### config.mk
export PLATFORM = sky130hd
export DESIGN_NAME = hbridge_pwm
export DESIGN_NICKNAME = d
export VERILOG_FILES = /design/src/rtl/hbpwm_pkg.sv /design/src/rtl/hbpwm_timebase.sv /design/src/rtl/hbpwm_deadband.sv /design/src/rtl/hbridge_pwm.sv
export SDC_FILE = /design/constraint.sdc
export NUM_CORES = 1
export LEC_CHECK = 0
export ABC_AREA = 1
export BUFFER_PORTS_ARGS = -buffer_cell sky130_fd_sc_hd__buf_4
export CAP_MARGIN = 20
export CORE_ASPECT_RATIO = 0.75
export CORE_MARGIN = 4
export CORE_UTILIZATION = 60
export CTS_CLUSTER_DIAMETER = 150
export DETAILED_ROUTE_END_ITERATION = 10
export GPL_ROUTABILITY_DRIVEN = 0
export PLACE_DENSITY = 0.8
export SKIP_CTS_REPAIR_TIMING = 1
export SKIP_LAST_GASP = 1
export SYNTH_ARGS = -nofsm -noshare
export SYNTH_HDL_FRONTEND = slang
export SYNTH_SLANG_ARGS = --single-unit
### constraint.sdc
create_clock -name clk -period 1.8 [get_ports clk]
set_input_delay 0.54 -clock clk [delete_from_list [all_inputs] [get_ports clk]]
set_output_delay 0.54 -clock clk [all_outputs]
set_load 0.01 [all_outputs]
### src/rtl/hbpwm_pkg.sv
package hbpwm_pkg;
    localparam int NUM_DRV = 2;
    localparam int DRV_PRI = 0;
    localparam int DRV_CMP = 1;
endpackage

### src/rtl/hbpwm_timebase.sv
module hbpwm_timebase #(
    parameter int CNT_W = 8,
    parameter int DB_W  = 7
) (
    input  logic             clk,
    input  logic             rst_n,
    input  logic             enable_i,
    input  logic [CNT_W-1:0] period_i,
    input  logic [CNT_W-1:0] duty_i,
    input  logic [DB_W-1:0]  dband_i,
    output logic             pri_cond_o,
    output logic [DB_W-1:0]  dband_o
);
    typedef struct packed {
        logic [CNT_W-1:0] tmr;
        logic [CNT_W-1:0] per;
        logic [CNT_W-1:0] duty;
        logic [DB_W-1:0]  db;
    } tb_state_t;

    tb_state_t st_d, st_q;
    logic      match;
    logic      duty_full;

    always_comb begin
        st_d      = st_q;
        match     = (st_q.tmr == st_q.per);
        duty_full = (st_q.duty >= st_q.per);
        if (!enable_i) begin
            st_d.tmr  = '0;
            st_d.per  = period_i;
            st_d.duty = duty_i;
            st_d.db   = dband_i;
        end else if (match) begin
            st_d.tmr  = '0;
            st_d.per  = period_i;
            st_d.duty = duty_i;
            st_d.db   = dband_i;
        end else begin
            st_d.tmr  = st_q.tmr + 1'b1;
        end
    end

    always_ff @(posedge clk or negedge rst_n) begin
        if (!rst_n) st_q <= '0;
        else        st_q <= st_d;
    end

    assign pri_cond_o = (st_q.duty != '0) && ((st_q.tmr < st_q.duty) || duty_full);
    assign dband_o    = st_q.db;

    AST_TMR_BOUND: assert property (@(posedge clk) disable iff (!rst_n)
        st_q.tmr <= st_q.per);
    AST_WRAP_ZERO: assert property (@(posedge clk) disable iff (!rst_n)
        (enable_i && st_q.tmr == st_q.per) |=> (st_q.tmr == '0));
    AST_SHADOW_HOLD: assert property (@(posedge clk) disable iff (!rst_n)
        (enable_i && st_q.tmr != st_q.per) |=>
            ($stable(st_q.duty) && $stable(st_q.db) && $stable(st_q.per)));
endmodule

### src/rtl/hbpwm_deadband.sv
module hbpwm_deadband #(
    parameter int DB_W = 7
) (
    input  logic            clk,
    input  logic            rst_n,
    input  logic            enable_i,
    input  logic            cond_i,
    input  logic [DB_W-1:0] dband_i,
    output logic            drive_o
);
    typedef struct packed {
        logic [DB_W-1:0] cnt;
        logic            out;
    } db_state_t;

    db_state_t st_d, st_q;

    always_comb begin
        st_d = st_q;
        if (!enable_i || !cond_i) begin
            st_d.cnt = '0;
            st_d.out = 1'b0;
        end else if (st_q.cnt >= dband_i) begin
            st_d.out = 1'b1;
        end else begin
            st_d.cnt = st_q.cnt + 1'b1;
            st_d.out = 1'b0;
        end
    end

    always_ff @(posedge clk or negedge rst_n) begin
        if (!rst_n) st_q <= '0;
        else        st_q <= st_d;
    end

    assign drive_o = st_q.out;

    AST_RISE_NEEDS_COND: assert property (@(posedge clk) disable iff (!rst_n)
        $rose(st_q.out) |-> $past(cond_i));
    AST_DROP_FOLLOWS: assert property (@(posedge clk) disable iff (!rst_n)
        (enable_i && !cond_i) |=> !st_q.out);
    AST_ZERO_DB_PASS: assert property (@(posedge clk) disable iff (!rst_n)
        (enable_i && cond_i && dband_i == '0) |=> st_q.out);
endmodule

### src/rtl/hbridge_pwm.sv
module hbridge_pwm #(
    parameter int CNT_W = 8,
    parameter int DB_W  = 7
) (
    input  logic             clk,
    input  logic             rst_n,
    input  logic             enable_i,
    input  logic [CNT_W-1:0] period_i,
    input  logic [CNT_W-1:0] duty_i,
    input  logic [DB_W-1:0]  dband_i,
    output logic             pri_o,
    output logic             cmp_o
);
    import hbpwm_pkg::*;

    logic                pri_cond;
    logic [DB_W-1:0]     db_sh;
    logic [NUM_DRV-1:0]  cond_vec;
    logic [NUM_DRV-1:0]  drv_vec;

    hbpwm_timebase #(.CNT_W(CNT_W), .DB_W(DB_W)) u_tbase (
        .clk        (clk),
        .rst_n      (rst_n),
        .enable_i   (enable_i),
        .period_i   (period_i),
        .duty_i     (duty_i),
        .dband_i    (dband_i),
        .pri_cond_o (pri_cond),
        .dband_o    (db_sh)
    );

    assign cond_vec[DRV_PRI] = pri_cond;
    assign cond_vec[DRV_CMP] = ~pri_cond;

    for (genvar g = 0; g < NUM_DRV; g++) begin : g_drv
        hbpwm_deadband #(.DB_W(DB_W)) u_db (
            .clk      (clk),
            .rst_n    (rst_n),
            .enable_i (enable_i),
            .cond_i   (cond_vec[g]),
            .dband_i  (db_sh),
            .drive_o  (drv_vec[g])
        );
    end

    assign pri_o = drv_vec[DRV_PRI];
    assign cmp_o = drv_vec[DRV_CMP];

    AST_NO_OVERLAP: assert property (@(posedge clk) disable iff (!rst_n)
        !(pri_o && cmp_o));
    AST_IDLE_OFF: assert property (@(posedge clk) disable iff (!rst_n)
        !enable_i |=> (!pri_o && !cmp_o));
endmodule

Word level (Yosys, flattened, before mapping)
Index checks and enable logic that the tools add are counted.
Word-level totals
  memories: 0
  bits in writable memories: 0
  bits in read-only memories: 0
  register bits: 47
  logic and storage cells: 35
  input port bits: 26
  bits in latches: 0
Operators by class
  shift operators: 0
  divide/modulo/power cells: 0
  reduce and logical (&&, ||, !) cells: 7
  equality and inequality tests: 4
  bitwise gates (word level): 0
  multiply operators: 0
  order comparisons: 4
  add/subtract/negate cells: 3
  multiplexer cells: 9
Operators by type and width (number)
  31-bit 2-to-1 mux: 1
  8-bit 2-to-1 mux: 3
  23-bit 2-to-1 mux: 1
  7-bit by 1-bit adder with 7-bit output (second input constant): 2
  7-bit >= comparator: 2
  7-bit 2-to-1 mux: 2
  8-bit by 1-bit adder with 8-bit output (second input constant): 1
  8-bit equality test: 1
  8-bit >= comparator: 1
  8-bit less-than comparator: 1
  8-bit nonzero test: 1
  2-bit by 1-bit != test with 1-bit output (second input constant): 3
  1-bit logical OR: 3
  1-bit zero test: 2
  1-bit 2-to-1 mux: 2
  1-bit logical AND: 1

Logic depth before layout (Yosys ltp)
  word-level depth: 6
  depth in mapped cells: 14
  mapped depth without buffers: 14

Modules after synthesis
From an unflattened synthesis, not the netlist that was laid out.
Second synthesis, totals
  cells, all modules: 454
  area total of the unflattened synthesis: 3245.6 um^2
Modules (own cells, without submodules)
  hbpwm_timebase: cells each 239, area each 1848.0 um^2, seq. area each 775.7 um^2, instances 1
  hbpwm_deadband: cells each 107, area each 696.9 um^2, seq. area each 200.2 um^2, instances 2
  hbridge_pwm: cells each 1, area each 3.8 um^2, seq. area each 0.0 um^2, instances 1

Worst setup path after synthesis
No wires, ideal clock.
  kind: register to register
  start point: register u_tbase.st_q, in the netlist u_tbase.dband_o[6]
  end point: register g_drv[1].u_db.st_q[3] in the netlist's numbering
  data arrival time: 1466 ps
  clock period less this slack: 1585 ps
  stages on the path, launching flop included: 10
  required time: 1681 ps
  setup slack: 215 ps
  library setup time: 119 ps
  path through: dfrtp_1 -> inv_1 -> ha_1 -> a21o_1 -> nor2_1 -> nand3_2 -> inv_1 -> nand3_1 -> nand3_1 -> nor2_1
Between the ends
  longest elaborated chain between the ends: 2
Ends and longest elaborated chain
  start, declared: line hbpwm_timebase.sv:21  | tb_state_t st_d, st_q;
  start signal, assigned: line hbpwm_timebase.sv:46  | else st_q <= st_d;
  7-bit >= comparator: line hbpwm_deadband.sv:23  | end else if (st_q.cnt >= dband_i) begin
  2-bit by 1-bit != test with 1-bit output (no source line)
  end signal, assigned: line hbpwm_deadband.sv:33  | else st_q <= st_d;
  end, declared: line hbpwm_deadband.sv:16  | db_state_t st_d, st_q;
No other way between the ends.
A chain may end at the register's enable or synchronous reset.

Worst setup path after layout
  start point: register u_tbase.st_q[20] in the netlist's numbering
  end point: register g_drv[1].u_db.st_q[7] in the netlist's numbering
Between the ends
  longest elaborated chain between the ends: 5
Ends and longest elaborated chain
  8-bit >= comparator (*): line hbpwm_timebase.sv:28  | duty_full = (st_q.duty >= st_q.per);
  1-bit logical OR (*): line hbpwm_timebase.sv:49  | assign pri_cond_o = (st_q.duty != '0) && ((st_q.tmr < st_q.duty) || duty_full);
  1-bit logical AND (*): line hbpwm_timebase.sv:49
  1-bit logical OR (*): line hbpwm_deadband.sv:20  | if (!enable_i || !cond_i) begin
  2-bit by 1-bit != test with 1-bit output (no source line) / 8-bit 2-to-1 mux (equally long branches)
Mark *: on every way between the ends. The rest lies on a longest branch, timed or not.

==> results.md <==
- Post-Place Cells: 465
- Commonest cells in the netlist: nand2_1 (96), inv_1 (55), dfrtp_1 (47)
- Final setup fails: 0
- Max Clk Rate: 0.571 GHz
- Tcrit/Tclk final: 0.973
- Vias/cell: 5.44
- Row count: 22
- Xor-xnor portion of the synthesized cell area: 0.0144
- CP Launch Type: flop
- Most used flip-flop cell after synthesis: dfrtp_1
- Nets: 477
- Crit path largest cell delay: 0.36 ns
- Yosys top cell area share: 0.387
- RSZ-0062 raised after global routing: true
- Clk sink count: 47
- Post-synth EDFFs: 0
- Final Skew: roughly 0.0044 ns
- Total track usage: 0.211
- Global routing usage on met3: 0.0477
- Hold Violations, Final: 0
- Sequential fraction of the synthesis area: 0.387
- Pwr dens: 693 nW/um^2
- Seq cells post-synth: 47
- DIE AREA: 6280 sq um
- Number of global-route vias before repair: 2376
- Die width: 90.2 um
- Core Box Area: between 4000 and 5000 sq um
- Synth area leaders: dfrtp_1 (39%), ha_1 (13%), nand2_1 (12%)
- Area of the multi-input gates: 1770 sq um
- Syn Inst Count: about 380
- Met1 Usage GRT: 0.320
- DPL Wire Length: 4.87 mm
- Number of fill cells: 364
- Slowest CP cell: dfrtp_1
- DRT Pass-1 Iters: 5
- Critical path endpoint category: flop
- Most common cell in the netlist: nand2_1
- Antenna Nets Post-Route: 0
- CP arrival: 1.98 ns
- Final Max Tran Viols: 0
- Peak supply drop: 0.000406 V
- Distinct cell type count after synthesis: 29
- Final Non-Filler Cells: 480
- Synth warn: 0
- Vias post-DR: 2612
- Post-synthesis async set-or-reset flop share: 1.00
- Register area: around 1200 sq um
- First-pass GRT wire length: between 10 and 15 mm
- Avg Inst Size Synth: ~8 sq um
- ANT cells: 0
- Crit Path Category: flop to flop
- Met2 usage: 0.306
- Hold WC Path Type: input port to asynchronous set/reset pin
- CP cell instances: inv_2 > ha_1 > a21oi_1 > nor2_1 > nor2_1 > nand2_1 > nor2_2 > nand2_4 > nand2_4 > nand3_1 > nor2_1
- Share of layout cells above drive strength 1: 0.279
- Simple-gate share of the synthesized area: 0.278
- Routed WL: just under 7 mm
- H-tree depth reported by CTS: 2
- Leak: approximately 1.8 nW
- P&R area growth vs syn: 20.0%
- Net Count, Synth: about 440
- Initial antenna violation count: 0
- CP required: 2.03 ns
- Largest net degree at the start of global routing: 48
- CTS tree: done
- Clk slew on worst S/H paths: 0.09 ns
- Fraction of synthesized area in multiplexers: 0
- Tmin final: 1.75 ns
- Synth Cell Area: roughly 3000 sq um
- Insertion delay to the later sink of the worst-skew pair: 0.30 ns
- Remaining Overflow, GRT: 0
- Max-cap check violation count: 0
- Buffers on Ports: 27
- Residual DRC: 0
- Root Buffer: clkbuf_8
- Synth Area in Adders: 0.132
- Outcome: finished clean
- Worst Path Max Fanout: 7
- Dominant cell type by area after synthesis: dfrtp_1
- Compound-Gate Fraction of Synth Area: 0.0942
- Clock buffer depth: 2
- Post-DR wirelength/cell: 14.4 um
- Worst slew pin tran: 0.600 ns
- Largest family of logic cells by synthesized area: simple AND/OR/NAND/NOR gates
- Die height: 69.7 um
- Number of CTS-inserted buffers: 5
- Initial core utilization: 0.621
- Relative slew margins: 0.600
- Most used cell, CP: nor2_1
- Num ports: 28
- DRT iter0 DRCs: 160
- WHS: 0.235 ns
- Gr busiest metal: met1
-- where the power goes --
group | internal (W) | switching (W)
registers | 0.00113 | 0.0000712
logic | 0.000266 | 0.000360
clock network | 0.000351 | 0.000354
-- placed cells by master, fill, tap and decap left out, types with 7 or more instances in the layout --
cell type / synthesis / routed
inv_2: 2 / 17
dfrtp_1: 47 / 45
o21ai_2: 20 / 20
ha_4: 0 / 8
nand3_1: 17 / 11
inv_1: 55 / 40
clkbuf_8: 0 / 7
buf_4: 0 / 36
ha_1: 32 / 24
nor3_1: 9 / 9
nand4_1: 16 / 16
a21oi_1: 12 / 11
nor2_1: 44 / 38
nand2_1: 96 / 92
-- metal layers --
layer / wire (um) / share of wire / vias up
li1: - / - / 1313
met1: 3400 / 0.49 / 1220
met2: 3060 / 0.44 / 70
met3: 381 / 0.055 / 9
met4: 84 / 0.012 / 0
met5: 0 / 0 / -
-- path summary, 6_finish.rpt --
check,cells after the start,slack [ns],end,from
hold / removal,1,0.24,u_tbase.st_q[9],rst_n
max in group asynchronous,1,1.13,g_drv[1].u_db.st_q[3],rst_n
min in group clk,3,0.43,u_tbase.dband_o[0],dband_i[0]
setup / recovery,11,0.05,g_drv[1].u_db.st_q[7],u_tbase.st_q[20]
hold reg to reg,2,0.55,u_tbase.dband_o[2],u_tbase.dband_o[2]
setup reg to reg,11,0.05,g_drv[1].u_db.st_q[7],u_tbase.st_q[20]
-- stage by stage --
step                      TNS, ns  cell area (sq um)   util  setup WS (ns)  total power, W
after floorplan                 0               3040      -          0.215         0.00158
after global placement          0               3300  0.673         0.0365         0.00173
after detailed placement  -0.0101               3300  0.673        -0.0101         0.00175
after CTS                 -0.0251               3400  0.694        -0.0251         0.00244
after global routing       -0.294               3650  0.745         -0.111         0.00268
final                           0               3650  0.745         0.0493         0.00253
-- layout make-up --
cell class | instances | area share
Inverter | 57 | 0.0586
Timing Repair Buffer | 38 | 0.0850
Multi-Input combinational cell | 270 | 0.485
Tap cell | 60 | 0.0206
Clock buffer | 8 | 0.0274
Sequential cell | 47 | 0.323
-- state kept, by name, indices dropped and copies added (netlist names) --
register / count
u_tbase.st_q: 24
g_drv.u_db.st_q: 14
u_tbase.dband_o: 7
g_drv.u_db.drive_o: 2
-- cells by family after synthesis --
kind of cell / after synthesis
AND/OR/NAND/NOR: 193
buffers and inverters: 64
flip-flops: 47
AO/OA/AOI/OAI: 40
adder cells (fa/ha/maj): 32
XOR/XNOR: 5
-- critical path: cells and delay by family (launching register included) --
| family | cells | cell delay, ns |
|---|---|---|
| simple gates | 8 | 0.82 |
| flops | 1 | 0.36 |
| fa+ha+maj | 1 | 0.30 |
| compound gates | 1 | 0.14 |
| buf+inv | 1 | 0.05 |
(Power assumes the default switching activity.)
